<file path="config.mk">
export PLATFORM = sky130hd
export DESIGN_NAME = hseq_top
export DESIGN_NICKNAME = d
export VERILOG_FILES = /design/src/rtl/hseq_pkg.sv /design/src/rtl/hseq_walker.sv /design/src/rtl/hseq_status.sv /design/src/rtl/hseq_top.sv
export SDC_FILE = /design/constraint.sdc
export NUM_CORES = 1
export LEC_CHECK = 0
export ABC_CLOCK_PERIOD_IN_PS = 4580
export BUFFER_PORTS_ARGS = -buffer_cell sky130_fd_sc_hd__buf_2
export CORE_MARGIN = 2
export CORE_UTILIZATION = 45
export CTS_BUF_LIST = sky130_fd_sc_hd__clkbuf_4
export CTS_CLUSTER_DIAMETER = 120
export DETAILED_ROUTE_END_ITERATION = 7
export GPL_TIMING_DRIVEN = 0
export HOLD_SLACK_MARGIN = 0.15
export PLACE_DENSITY = 0.69
export SLEW_MARGIN = 40
export SYNTH_ARGS = -nofsm -noshare
export SYNTH_HDL_FRONTEND = slang
export SYNTH_SLANG_ARGS = --single-unit
</file>
<file path="constraint.sdc">
create_clock -name clk -period 4.58 [get_ports clk]
set_input_delay 0.916 -clock clk [delete_from_list [all_inputs] [get_ports clk]]
set_output_delay 0.916 -clock clk [all_outputs]
set_load 0.005 [all_outputs]
</file>
<file path="src/rtl/hseq_pkg.sv">
`timescale 1ns/1ps
package hseq_pkg;

    localparam int WORD_W    = 32;
    localparam int ALIGN_LSB = 6;
    localparam int SLOT_LSB  = 4;
    localparam int CNT_W     = 16;
    localparam int EOM_BIT   = 31;
    localparam int HCEN_BIT  = 30;
    localparam int ECEN_BIT  = 29;

    typedef enum logic [2:0] {
        S_IDLE,
        S_DFETCH,
        S_DWAIT,
        S_RFETCH,
        S_RWAIT,
        S_SEND,
        S_DIGEST,
        S_WRITE
    } walk_state_e;

    typedef struct packed {
        logic [WORD_W-1:0] start;
        logic              eom;
        logic              hc_en;
        logic              ec_en;
        logic [CNT_W-1:0]  cnt_m1;
        logic [WORD_W-1:0] result;
        logic [WORD_W-1:0] next;
    } desc_t;

    function automatic logic [WORD_W-1:0] align_base(logic [WORD_W-1:0] a);
        return a & ~((WORD_W'(1) << ALIGN_LSB) - WORD_W'(1));
    endfunction

    function automatic logic [WORD_W-1:0] slot_addr(logic [WORD_W-1:0] base,
                                                    logic [WORD_W-1:0] idx);
        return align_base(base) + (idx << SLOT_LSB);
    endfunction

    function automatic desc_t desc_load(desc_t d, logic [1:0] idx, logic [WORD_W-1:0] w);
        desc_t r;
        r = d;
        unique case (idx)
            2'd0: r.start = w;
            2'd1: begin
                r.eom    = w[EOM_BIT];
                r.hc_en  = w[HCEN_BIT];
                r.ec_en  = w[ECEN_BIT];
                r.cnt_m1 = w[CNT_W-1:0];
            end
            2'd2: r.result = w;
            default: r.next = w;
        endcase
        return r;
    endfunction

endpackage

</file>
<file path="src/rtl/hseq_walker.sv">
`timescale 1ns/1ps
module hseq_walker
    import hseq_pkg::*;
#(
    parameter int NREG     = 4,
    parameter int DG_WORDS = 8,
    localparam int RW      = (NREG > 1) ? $clog2(NREG) : 1,
    localparam int WBW     = (DG_WORDS > 1) ? $clog2(DG_WORDS) : 1
) (
    input  logic                       clk,
    input  logic                       rst,
    input  logic                       start,
    input  logic [RW-1:0]              start_region,
    input  logic [WORD_W-1:0]          list_base,
    output logic                       rd_valid,
    input  logic                       rd_ready,
    output logic [WORD_W-1:0]          rd_addr,
    input  logic                       rsp_valid,
    input  logic [WORD_W-1:0]          rsp_data,
    input  logic                       rsp_err,
    output logic                       hs_valid,
    input  logic                       hs_ready,
    output logic [WORD_W-1:0]          hs_data,
    output logic                       hs_last,
    input  logic                       dg_valid,
    input  logic [WORD_W*DG_WORDS-1:0] dg_data,
    output logic                       wr_valid,
    input  logic                       wr_ready,
    output logic [WORD_W-1:0]          wr_addr,
    output logic [WORD_W-1:0]          wr_data,
    output logic                       busy,
    output logic                       done,
    output logic                       abort,
    output logic [RW-1:0]              done_region,
    output logic                       done_hc,
    output logic                       done_ec
);

    localparam logic [WBW-1:0] WB_LAST = WBW'(DG_WORDS - 1);

    walk_state_e                 state;
    desc_t                       cur;
    logic [WORD_W-1:0]           desc_ptr;
    logic [1:0]                  widx;
    logic                        first_q;
    logic [RW-1:0]               region_q;
    logic                        hc_en_q;
    logic                        ec_en_q;
    logic [WORD_W-1:0]           res_q;
    logic [WORD_W-1:0]           data_addr;
    logic [CNT_W-1:0]            remain;
    logic [WORD_W-1:0]           word_q;
    logic [WORD_W*DG_WORDS-1:0]  dig_q;
    logic [WBW-1:0]              wbi;
    logic                        final_area;
    logic                        rsp_in_wait;

    assign final_area  = cur.eom || (cur.next == '0);
    assign rsp_in_wait = (state == S_DWAIT) || (state == S_RWAIT);

    assign busy     = (state != S_IDLE);
    assign rd_valid = (state == S_DFETCH) || (state == S_RFETCH);
    assign rd_addr  = (state == S_DFETCH) ? desc_ptr + WORD_W'({widx, 2'b00}) : data_addr;
    assign hs_valid = (state == S_SEND);
    assign hs_data  = word_q;
    assign hs_last  = (state == S_SEND) && final_area && (remain == '0);
    assign wr_valid = (state == S_WRITE);
    assign wr_addr  = res_q + WORD_W'({wbi, 2'b00});
    assign wr_data  = dig_q[WORD_W*int'(wbi) +: WORD_W];

    assign done        = (state == S_WRITE) && wr_ready && (wbi == WB_LAST);
    assign abort       = rsp_in_wait && rsp_valid && rsp_err;
    assign done_region = region_q;
    assign done_hc     = hc_en_q;
    assign done_ec     = ec_en_q;

    always_ff @(posedge clk) begin
        if (rst) begin
            state     <= S_IDLE;
            cur       <= '0;
            desc_ptr  <= '0;
            widx      <= '0;
            first_q   <= 1'b0;
            region_q  <= '0;
            hc_en_q   <= 1'b0;
            ec_en_q   <= 1'b0;
            res_q     <= '0;
            data_addr <= '0;
            remain    <= '0;
            word_q    <= '0;
            dig_q     <= '0;
            wbi       <= '0;
        end else begin
            unique case (state)
                S_IDLE: begin
                    if (start) begin
                        desc_ptr <= slot_addr(list_base, WORD_W'(start_region));
                        widx     <= '0;
                        first_q  <= 1'b1;
                        region_q <= start_region;
                        state    <= S_DFETCH;
                    end
                end
                S_DFETCH: if (rd_ready) state <= S_DWAIT;
                S_DWAIT: begin
                    if (rsp_valid) begin
                        if (rsp_err) begin
                            state <= S_IDLE;
                        end else begin
                            cur <= desc_load(cur, widx, rsp_data);
                            if (widx == 2'd3) begin
                                data_addr <= cur.start;
                                remain    <= cur.cnt_m1;
                                first_q   <= 1'b0;
                                if (first_q) begin
                                    res_q   <= cur.result;
                                    hc_en_q <= cur.hc_en;
                                    ec_en_q <= cur.ec_en;
                                end
                                state <= S_RFETCH;
                            end else begin
                                widx  <= widx + 2'd1;
                                state <= S_DFETCH;
                            end
                        end
                    end
                end
                S_RFETCH: if (rd_ready) state <= S_RWAIT;
                S_RWAIT: begin
                    if (rsp_valid) begin
                        if (rsp_err) begin
                            state <= S_IDLE;
                        end else begin
                            word_q <= rsp_data;
                            state  <= S_SEND;
                        end
                    end
                end
                S_SEND: begin
                    if (hs_ready) begin
                        if (remain == '0) begin
                            if (final_area) begin
                                state <= S_DIGEST;
                            end else begin
                                desc_ptr <= cur.next;
                                widx     <= '0;
                                state    <= S_DFETCH;
                            end
                        end else begin
                            remain    <= remain - CNT_W'(1);
                            data_addr <= data_addr + WORD_W'(4);
                            state     <= S_RFETCH;
                        end
                    end
                end
                S_DIGEST: begin
                    if (dg_valid) begin
                        dig_q <= dg_data;
                        wbi   <= '0;
                        state <= S_WRITE;
                    end
                end
                S_WRITE: begin
                    if (wr_ready) begin
                        if (wbi == WB_LAST) state <= S_IDLE;
                        else                wbi   <= wbi + WBW'(1);
                    end
                end
                default: state <= S_IDLE;
            endcase
        end
    end

endmodule

</file>
<file path="src/rtl/hseq_status.sv">
`timescale 1ns/1ps
module hseq_status #(
    parameter int NREG = 4,
    localparam int RW  = (NREG > 1) ? $clog2(NREG) : 1,
    localparam int FW  = 2 * NREG
) (
    input  logic          clk,
    input  logic          rst,
    input  logic          done,
    input  logic          abort,
    input  logic [RW-1:0] done_region,
    input  logic          done_hc,
    input  logic          done_ec,
    input  logic [FW-1:0] sts_clr,
    input  logic [FW-1:0] ie_set,
    input  logic [FW-1:0] ie_clr,
    input  logic          err_clr,
    output logic [FW-1:0] sts,
    output logic [FW-1:0] ie,
    output logic          err,
    output logic          irq
);

    logic [FW-1:0] set_vec;

    for (genvar r = 0; r < NREG; r++) begin : g_region
        logic hit;
        assign hit              = done && (done_region == RW'(r));
        assign set_vec[r]       = hit && done_hc;
        assign set_vec[NREG+r]  = hit && done_ec;
    end

    always_ff @(posedge clk) begin
        if (rst) begin
            sts <= '0;
            ie  <= '0;
            err <= 1'b0;
        end else begin
            sts <= (sts & ~sts_clr) | set_vec;
            ie  <= (ie | ie_set) & ~ie_clr;
            if (abort)        err <= 1'b1;
            else if (err_clr) err <= 1'b0;
        end
    end

    assign irq = |(sts & ie);

endmodule

</file>
<file path="src/rtl/hseq_top.sv">
`timescale 1ns/1ps
module hseq_top
    import hseq_pkg::*;
#(
    parameter int NREG     = 4,
    parameter int DG_WORDS = 8,
    localparam int RW      = (NREG > 1) ? $clog2(NREG) : 1,
    localparam int FW      = 2 * NREG
) (
    input  logic                       clk,
    input  logic                       rst,
    input  logic                       start,
    input  logic [RW-1:0]              start_region,
    input  logic [WORD_W-1:0]          list_base,
    output logic                       rd_valid,
    input  logic                       rd_ready,
    output logic [WORD_W-1:0]          rd_addr,
    input  logic                       rsp_valid,
    input  logic [WORD_W-1:0]          rsp_data,
    input  logic                       rsp_err,
    output logic                       hs_valid,
    input  logic                       hs_ready,
    output logic [WORD_W-1:0]          hs_data,
    output logic                       hs_last,
    input  logic                       dg_valid,
    input  logic [WORD_W*DG_WORDS-1:0] dg_data,
    output logic                       wr_valid,
    input  logic                       wr_ready,
    output logic [WORD_W-1:0]          wr_addr,
    output logic [WORD_W-1:0]          wr_data,
    input  logic [FW-1:0]              sts_clr,
    input  logic [FW-1:0]              ie_set,
    input  logic [FW-1:0]              ie_clr,
    input  logic                       err_clr,
    output logic                       busy,
    output logic [FW-1:0]              sts,
    output logic [FW-1:0]              ie,
    output logic                       err,
    output logic                       irq
);

    logic          w_done;
    logic          w_abort;
    logic [RW-1:0] w_region;
    logic          w_hc;
    logic          w_ec;

    hseq_walker #(.NREG(NREG), .DG_WORDS(DG_WORDS)) u_walker (
        .clk          (clk),
        .rst          (rst),
        .start        (start),
        .start_region (start_region),
        .list_base    (list_base),
        .rd_valid     (rd_valid),
        .rd_ready     (rd_ready),
        .rd_addr      (rd_addr),
        .rsp_valid    (rsp_valid),
        .rsp_data     (rsp_data),
        .rsp_err      (rsp_err),
        .hs_valid     (hs_valid),
        .hs_ready     (hs_ready),
        .hs_data      (hs_data),
        .hs_last      (hs_last),
        .dg_valid     (dg_valid),
        .dg_data      (dg_data),
        .wr_valid     (wr_valid),
        .wr_ready     (wr_ready),
        .wr_addr      (wr_addr),
        .wr_data      (wr_data),
        .busy         (busy),
        .done         (w_done),
        .abort        (w_abort),
        .done_region  (w_region),
        .done_hc      (w_hc),
        .done_ec      (w_ec)
    );

    hseq_status #(.NREG(NREG)) u_status (
        .clk         (clk),
        .rst         (rst),
        .done        (w_done),
        .abort       (w_abort),
        .done_region (w_region),
        .done_hc     (w_hc),
        .done_ec     (w_ec),
        .sts_clr     (sts_clr),
        .ie_set      (ie_set),
        .ie_clr      (ie_clr),
        .err_clr     (err_clr),
        .sts         (sts),
        .ie          (ie),
        .err         (err),
        .irq         (irq)
    );

endmodule

</file>
==> key figures <==
Outcome
  • Outcome: finished with violations
  • Failing checks: design-rule violations

Power
  • Switching power: between 3 and 4 mW
  • Combinational fraction of design power: 0.187
  • Cell Int Power: 8.007 mW
  • Clk pwr share: 0.375
  • Sw Share: 0.3129
  • Pwr Density: around 370 nW/um^2
  • P_leak: 12.03 nW
  • VDD IR max: about 0.27 mV
  • Seq pwr share: 0.438

Placement
  • Port Buffers: around 500
  • Inst Count DP: 4217
  • Pre-CTS setup slack: ~500 ps
  • Post-DP Area: ~28000 um^2
  • GPL Wtd Cong: approximately 0.98
  • Hpwl dp: approximately 77 mm

Synthesis
  • Syn_area_per_cell: around 8.0 um^2
  • Largest area contributor in the netlist: dfxtp_1
  • EDFF count, synth: 0
  • Post-Syn Nets: roughly 3400
  • Syn Inst Count: 3028
  • Commonest cells post-synth: nand2_1 (976), dfxtp_1 (545), a21oi_1 (534)
  • Synthesized area: about 24000 um^2
  • Post-synthesis sequential area ratio: 0.4510
  • Top FF cell, synth: dfxtp_1
  • Synth Warn #: 0
  • Top post-synthesis cells by area: dfxtp_1 (45%), nand2_1 (15%), a21oi_1 (11%), mux4_2 (6.0%), clkbuf_1 (3.0%)
  • Synth Register Bits: roughly 550
  • Top-count cell post-synth: nand2_1
  • Synth cell types: 67
  • Post-synth ARST share: 0
  • Yosys top cell area share: 0.4510

Worst setup path
  • Critical Path Max Stage Delay: about 500 ps
  • Crit Path Max Fanout: 10
  • CP top delay family: buffers and inverters
  • Worst path cell trace: clkbuf_4, clkbuf_2, buf_2, mux4_2, mux2_2, buf_2
  • Setup Crit Path Kind: register to output port
  • CP arrival: around 3500 ps
  • CP bufs+invs: 4
  • Setup crit end kind: output port
  • CP dominant cell by count: buf_2
  • Critical path depth: 6
  • Worst path slowest cell: dfxtp_1
  • R2r worst-path depth: 8
  • Required @ worst endpoint: about 3700 ps
  • Crit path launch type: register

Routing
  • Antenna viol nets, final: 0
  • Routed via count: 27290
  • Drt total wl: 106.3 mm
  • Via density: about 5.8
  • Pre-antenna DRT Iters: 8
  • Routed WL per cell: between 20 and 25 um
  • Starting DRT DRC Count: slightly below 3000
  • DRC viols: 1

Timing
  • Tcrit/Tclk final: 0.9674
  • Worst slew pin tran: just over 900 ps
  • Final slew viol count: 0
  • Max Freq: about 230 MHz
  • Slew headroom: 0.3808
  • Final WS setup: about 150 ps
  • Count of final setup violators: 0
  • Final clock skew: ~52 ps
  • Crit path time final: between 4000 and 5000 ps
  • RSZ-0062 raised after global routing: no
  • Setup_tns: 0 ps
  • Endpoints failing hold: 0

Clocking
  • CTS tree: done
  • Cts bufs inserted: 145
  • Clock root buffer: clkbuf_4
  • Clk slew on worst S/H paths: 60 ps
  • Clk sink count: roughly 550
  • Clock Latency Late Sink: just over 1000 ps
  • Htree depth: 4
  • Clk buf depth: 3

Die
  • Num ports: 507
  • Initial core utilization: 0.4576
  • DIE AREA: ~56000 um^2
  • Core Region: around 53000 um^2
  • Core Rows: 84
  • Die width: 235.9 um
  • Die height: 235.9 um

Final layout
  • Final design utilization: 0.6000
  • Post-Layout Cell Count: about 4700
  • Filler instances: 4743
  • Final standard cell area without fillers: about 32000 um^2
  • Fin nets: approximately 4300
  • Area grow syn2layout: 31.13%
  • Layout cells sized above 1: 0.2186

Hold path
  • Hold Path Class: input pin to register
  • Hold depth: 3

Global route
  • Initial antenna violation count: 14
  • Global-route wire length before repair: approximately 160 mm
  • GRT overflow: 0
  • Largest net degree at the start of global routing: 17
  • GRT Overall Usage: 0.3717
  • Vias in the first global route: 26280

Flow run
  • Max-Cap Viols: 0
## area by class of cell
class                           instances  area (um^2)  share of cell area
Clock buffer                          207         1554             0.04899
Antenna cell                           16        40.04            0.001262
Sequential cell                       545        10910              0.3440
Tap cell                              688        860.8             0.02714
Buffer                                235        942.2             0.02970
Clock inverter                         37        244.0            0.007692
Multi-Input combinational cell       2223        12310              0.3882
Timing Repair Buffer                  727         4762              0.1501
Inverter                               25        93.84            0.002958
## placed cells by master, fill, tap and decap left out, drive strengths merged, types with 32 or more instances in the layout
cell type / n
nand2: 976
dfxtp: 545
buf: 545
a21oi: 535
clkbuf: 403
dlygate4sd3: 221
nor2: 89
nor3: 70
mux4: 64
nand3: 51
o21ai: 49
xnor2: 37
a211oi: 37
mux2: 36
nand4: 32
## layer usage
metal / global-route usage / vias to the layer above / routed length [um]
met5: 0.001732 / - / 17
met4: 0.2220 / 2 / 6626
met3: 0.1211 / 443 / 12250
met2: 0.5725 / 1855 / 46880
met1: 0.4530 / 12760 / 40490
li1: - / 12230 / -
## final timing paths
check / startpoint / slack, ps / to
setup / recovery: u_walker.wbi[1] / 150 / wr_data[23]
setup reg to reg: u_walker.remain[0] / 1590 / u_walker.desc_ptr[30]
hold / removal: dg_data[187] / 200 / u_walker.dig_q[187]
hold reg to reg: u_walker.cur[32] / 450 / u_walker.res_q[0]
## metrics by stage
stage / hold WS (ps) / total power, mW
floorplan: 429.4 / 6.249
global placement: 437.1 / 7.121
detailed placement: 443.8 / 7.135
CTS: 150.2 / 11.57
global route: 176.6 / 12.08
finish: 196.6 / 11.65
## kinds of logic (layout without fill, tap and decap cells)
family                     count (synthesis)  after routing  share of synthesized area
xor gates and xnor gates                  57             57                    0.02064
DFF                                      545            545                     0.4510
adders and majority gates                 17             17                   0.009414
other                                      0             16                          0
muxes                                    129            129                    0.08834
buffers and inverters                    260           1231                    0.04190
and+or+nand+nor                         1318           1318                     0.2280
AOI/OAI and AO/OA                        702            702                     0.1607
## state kept, by name, summed over array words and instances (netlist names), 3 cells and up
register,cells
u_walker.dig_q,256
u_walker.cur,115
u_walker.data_addr,32
u_walker.desc_ptr,32
u_walker.hs_data,32
u_walker.res_q,32
u_walker.remain,16
u_status.ie,8
u_status.sts,8
u_walker.state,3
u_walker.wbi,3
## power groups by stage
stage,clock [mW],combinational [mW],sequential [mW]
floorplan,0,1.10,5.15
global placement,0,1.92,5.20
detailed placement,0,1.93,5.20
CTS,4.37,2.10,5.10
global route,4.64,2.32,5.12
finish,4.36,2.18,5.10
## worst reg2reg max path: cells and delay by family (launching register included)
kind | cells | cell delay, ps
compound gates | 2 | 450
fa+ha+maj | 1 | 180
buf+inv | 2 | 380
flops | 1 | 360
simple gates | 3 | 1490
## what timing repair did
action | in CTS | in global routing
resized for setup | 7 | 2
hold buffers | 221 | 0
setup endpoints to repair | 49 | 21
setup buffers | 0 | 5
hold endpoints to repair | 214 | 0
pin swaps | 0 | 3
Power figures use the tool's default switching activity.
